===== config.mk =====
export PLATFORM = sky130hd
export DESIGN_NAME = xfer_port_decoder
export DESIGN_NICKNAME = d
export VERILOG_FILES = /design/src/rtl/xfer_port_decoder.sv
export SDC_FILE = /design/constraint.sdc
export NUM_CORES = 1
export LEC_CHECK = 0
export BUFFER_PORTS_ARGS = -buffer_cell sky130_fd_sc_hd__clkbuf_2
export CAP_MARGIN = 20
export CORE_MARGIN = 4
export CORE_UTILIZATION = 25
export DETAILED_ROUTE_END_ITERATION = 6
export GPL_ROUTABILITY_DRIVEN = 0
export GPL_TIMING_DRIVEN = 0
export HOLD_SLACK_MARGIN = 0.12
export PLACE_DENSITY = 0.56
export SLEW_MARGIN = 20
export SYNTH_ARGS = -nofsm -noshare
export SYNTH_HDL_FRONTEND = slang
export SYNTH_SLANG_ARGS = --single-unit

===== constraint.sdc =====
create_clock -name clk -period 1.45 [get_ports clk]
set_clock_uncertainty 0.05 [all_clocks]
set_input_delay 0.0725 -clock clk [delete_from_list [all_inputs] [get_ports clk]]
set_output_delay 0.0725 -clock clk [all_outputs]
set_load 0.02 [all_outputs]

===== src/rtl/xfer_port_decoder.sv =====
module xfer_port_decoder #(
  parameter int IO_W      = 16,
  parameter int MADDR_W   = 21,
  parameter int PORT_HI   = 16'h0003,
  parameter int PORT_LO   = 16'h0004,
  parameter int PORT_CMD  = 16'h0005,
  localparam int HI_W     = MADDR_W - IO_W
) (
  input  logic               clk,
  input  logic               rst_n,
  input  logic               bus_cs_n,
  input  logic [IO_W-1:0]    bus_addr,
  input  logic [IO_W-1:0]    bus_wdata,
  input  logic               bus_rd,
  input  logic               bus_strobe,
  input  logic               xfer_done,
  output logic [IO_W-1:0]    bus_rdata,
  output logic [MADDR_W-1:0] mem_addr,
  output logic               mem_rd,
  output logic               xfer_start,
  output logic               addr_reset,
  output logic               buf_swap,
  output logic               ready
);

  logic strobe_q;
  logic wr_edge;
  logic hit_hi, hit_lo, hit_cmd;
  logic accept;

  assign wr_edge = bus_strobe & ~strobe_q & ~bus_cs_n & ~bus_rd;
  assign hit_hi  = wr_edge && (bus_addr == IO_W'(PORT_HI));
  assign hit_lo  = wr_edge && (bus_addr == IO_W'(PORT_LO));
  assign hit_cmd = wr_edge && (bus_addr == IO_W'(PORT_CMD));
  assign accept  = hit_cmd & ready;

  always_ff @(posedge clk) begin
    if (!rst_n) begin
      strobe_q   <= 1'b0;
      mem_addr   <= '0;
      mem_rd     <= 1'b0;
      xfer_start <= 1'b0;
      addr_reset <= 1'b0;
      buf_swap   <= 1'b0;
      ready      <= 1'b1;
    end else begin
      strobe_q   <= bus_strobe;
      xfer_start <= accept;
      addr_reset <= hit_lo;
      if (hit_hi) mem_addr[MADDR_W-1:IO_W] <= bus_wdata[HI_W-1:0];
      if (hit_lo) mem_addr[IO_W-1:0]       <= bus_wdata;
      if (accept) begin
        mem_rd   <= bus_wdata[0];
        buf_swap <= buf_swap ^ bus_wdata[1];
        ready    <= 1'b0;
      end else if (xfer_done) begin
        ready    <= 1'b1;
      end
    end
  end

  assign bus_rdata = (!bus_cs_n && bus_rd && bus_addr == IO_W'(PORT_CMD))
                     ? {{(IO_W-1){1'b0}}, ready} : '0;

endmodule


==> results.yml <==
yosys:
  syn-cell-area_mm2: 0.00128
  yosysTopAreaCell: "dfxtp_1"
  yosysMostFrequentCell: "dfxtp_1"
  yosysSeqAreaShare: 0.421
  synth_top_area_share: 0.421
  async_flop_share: 0
  synthTopCellsByArea: "dfxtp_1 (42%), buf_4 (9.4%), a21oi_1 (9.0%), nand3_1 (9.0%), o21ai_0 (8.6%)"
  ys.flop_type: "dfxtp_1"
  yosysWarnings: 0
  synth_top_cells_by_count: "dfxtp_1 (27), a21oi_1 (23), nand3_1 (23)"
  synth-seq-cells: 27
  yosysUniqueCellTypes: 28
  synthCells: 150
  synth_edf_count: 0
  post_synth.cell_area_avg_um2: 8.55
route:
  wl_per_cell_um: 12.4
  drtIter0Drc: 70
  routed-via-count: 1449
  drt-pass1-iter-count: 4
  route.detailed.drc: 0
  ant_nets: 0
  viasPerCell: 4.44
  wirelength_um: 4050
min_path:
  hold_path.class: "primary input to flip-flop"
  hold_path.startpoint: "bus_addr[15]"
  whs_path_depth: 4
  holdPathEnd: "addr_reset"
floorplan:
  die_h_um: 79.6
  num_io_pins: 80
  start_util: 0.265
  die-area_mm2: 0.00634
  die_w_um: 79.6
  core_area_mm2: 0.00485
  fp-row-count: 25
sta:
  worst_slack_ns: 0.0709
  setup_violations: 0
  min_period_ns: 1.38
  final-hold-violation-count: 0
  fmax_ghz: 0.725
  fin_crit_sh: 0.951
  fin_tns_setup_ns: 0
  whs_ns: 0.0398
  rsz0062_at_grt: "yes"
  drv_slew: 0
status:
  run_status: "complete, no violations"
critical_path:
  cp-start-kind: "flip-flop"
  r2r_end: "mem_addr[7]"
  cp_num_buf_inv: 1
  crit_family: "simple AND/OR/NAND/NOR gates"
  cp.arrival_ns: 1.26
  rrSetupSlack_ns: 0.07
  cp_slowest_stage_delay_ns: 0.34
  critical_path_required_ns: 1.33
  rr_worst_depth: 6
  crit_path_cell_trace: "and3b_2, nand4_4, nor2_1, buf_4"
  critPathKind: "flip-flop to output pin"
  r2r-start: "strobe_q"
  worstSetupEndpointType: "output pin"
  critPathMaxFanout: 6
  crit_slowest_cell: "dfxtp_2"
layout:
  instances_no_fill: 326
  areaGrowthSynthToFinish_pct: 66.4
  drive_gt1_frac: 0.425
  regArea_um2: 543
  post-route-util: 0.440
  fin_nets: 298
  multi_input_area_um2: 673
  diodes: 0
  fill_cells: 504
  design_area_mm2: 0.00213
clock_tree:
  cts_sinks: 27
  clock_path_buffers: 2
  numCtsBuffers: 3
  root_buffer: "clkbuf_8"
  clk_latency_ns: 0.28
  htreeDepth: 1
  cts_tree: "built"
  clk_pin_slew_ns: 0.10
placement:
  place_ws_ns: -0.294
  hpwl_um: 2930
  postPlaceCellArea_mm2: 0.00174
  port_buffers: 64
  placedCellCount: 295
pwr:
  power_mw: 1.41
  p_leak_nw: 0.931
  power_density_mw_per_mm2: 661
  peakVddDrop_mv: 0.384
global_routing:
  grt_pass1_wl_um: 6460
  grt_usage: 0.127
  grt_pass1_vias: 1397
  grt-ovfl-total: 0
  antenna_found_initial: 0
  grt_max_degree: 16
run:
  drv_cap: 0
[metal layers]
layer | GRT usage | wire length [µm] | vias to the layer above
met5 | 0 | 0 | -
met4 | 0.0258 | 8 | 0
met3 | 0.0440 | 277 | 3
met2 | 0.205 | 1920 | 44
met1 | 0.164 | 1840 | 668
li1 | - | - | 734
[cells by family after synthesis]
logic type | after synthesis | synth area share
flops | 27 | 0.421
other cells | 1 | 0.00292
compound gates | 47 | 0.184
buf+inv | 25 | 0.133
simple gates | 50 | 0.259
[registers in the layout, summed over array words and instances (netlist names)]
| name | count |
|---|---|
| mem_addr | 21 |
| addr_reset | 1 |
| buf_swap | 1 |
| mem_rd | 1 |
| ready | 1 |
| strobe_q | 1 |
| xfer_start | 1 |
[worst max-delay path by stage]
| stage | from | endpoint | slack, ns | cells past startpoint |
|---|---|---|---|---|
| 2_1_floorplan | ready | buf_swap | 0.05 | 4 |
| 3_3_place_gp | bus_addr[3] | mem_addr[8] | -0.28 | 6 |
| 3_5_place_dp | bus_addr[6] | mem_addr[6] | -0.29 | 6 |
| 4_1_cts | strobe_q | mem_addr[20] | 0.00003 | 4 |
| 5_1_grt | strobe_q | mem_addr[12] | -0.04 | 6 |
| 6_report | ready | bus_rdata[0] | 0.07 | 4 |
[report_power, final]
group | total (mW) | internal [mW] | switching, mW
clock | 0.445 | 0.193 | 0.251
sequential | 0.744 | 0.743 | 0.00166
combinational | 0.223 | 0.115 | 0.108
[worst register-to-register path, cell delays in order, from the launching register on]
cell and delay, ns:
dfxtp_2 0.35, nor4b_4 0.28, and2_1 0.17, buf_6 0.14
clkbuf_16 0.15, nand3_1 0.07, a21oi_1 0.12
[timing repair]
| action | 4_1_cts | 5_1_grt |
|---|---|---|
| hold buffers | 20 | 1 |
| hold endpoints to repair | 26 | 2 |
| setup buffers | 3 | 3 |
| cloned | 0 | 1 |
| pin swaps | 5 | 16 |
| endpoints found under the setup margin | 17 | 24 |
| resized for setup | 8 | 27 |
[placed cells by master, fill, tap and decap left out, drive strengths merged, types with 4 or more instances in the layout]
cell	Yosys	routed
a21oi	23	23
nand3	23	23
dfxtp	27	27
nand4	5	5
buf	18	27
dlygate4sd3	0	21
clkbuf	6	70
nand2	4	4
nor4	4	4
o21ai	23	23
conb	1	15
[area by class of cell]
type / instances / share of cell area
plain buffers: 23 / 0.0850
multi-input cells: 112 / 0.315
inverters: 1 / 0.00176
flip-flops and latches: 27 / 0.254
clock inverters: 1 / 0.00234
well taps: 67 / 0.0393
clock buffers: 3 / 0.0193
repair buffers: 92 / 0.283
No activity file was read; power rests on OpenSTA's default activity.
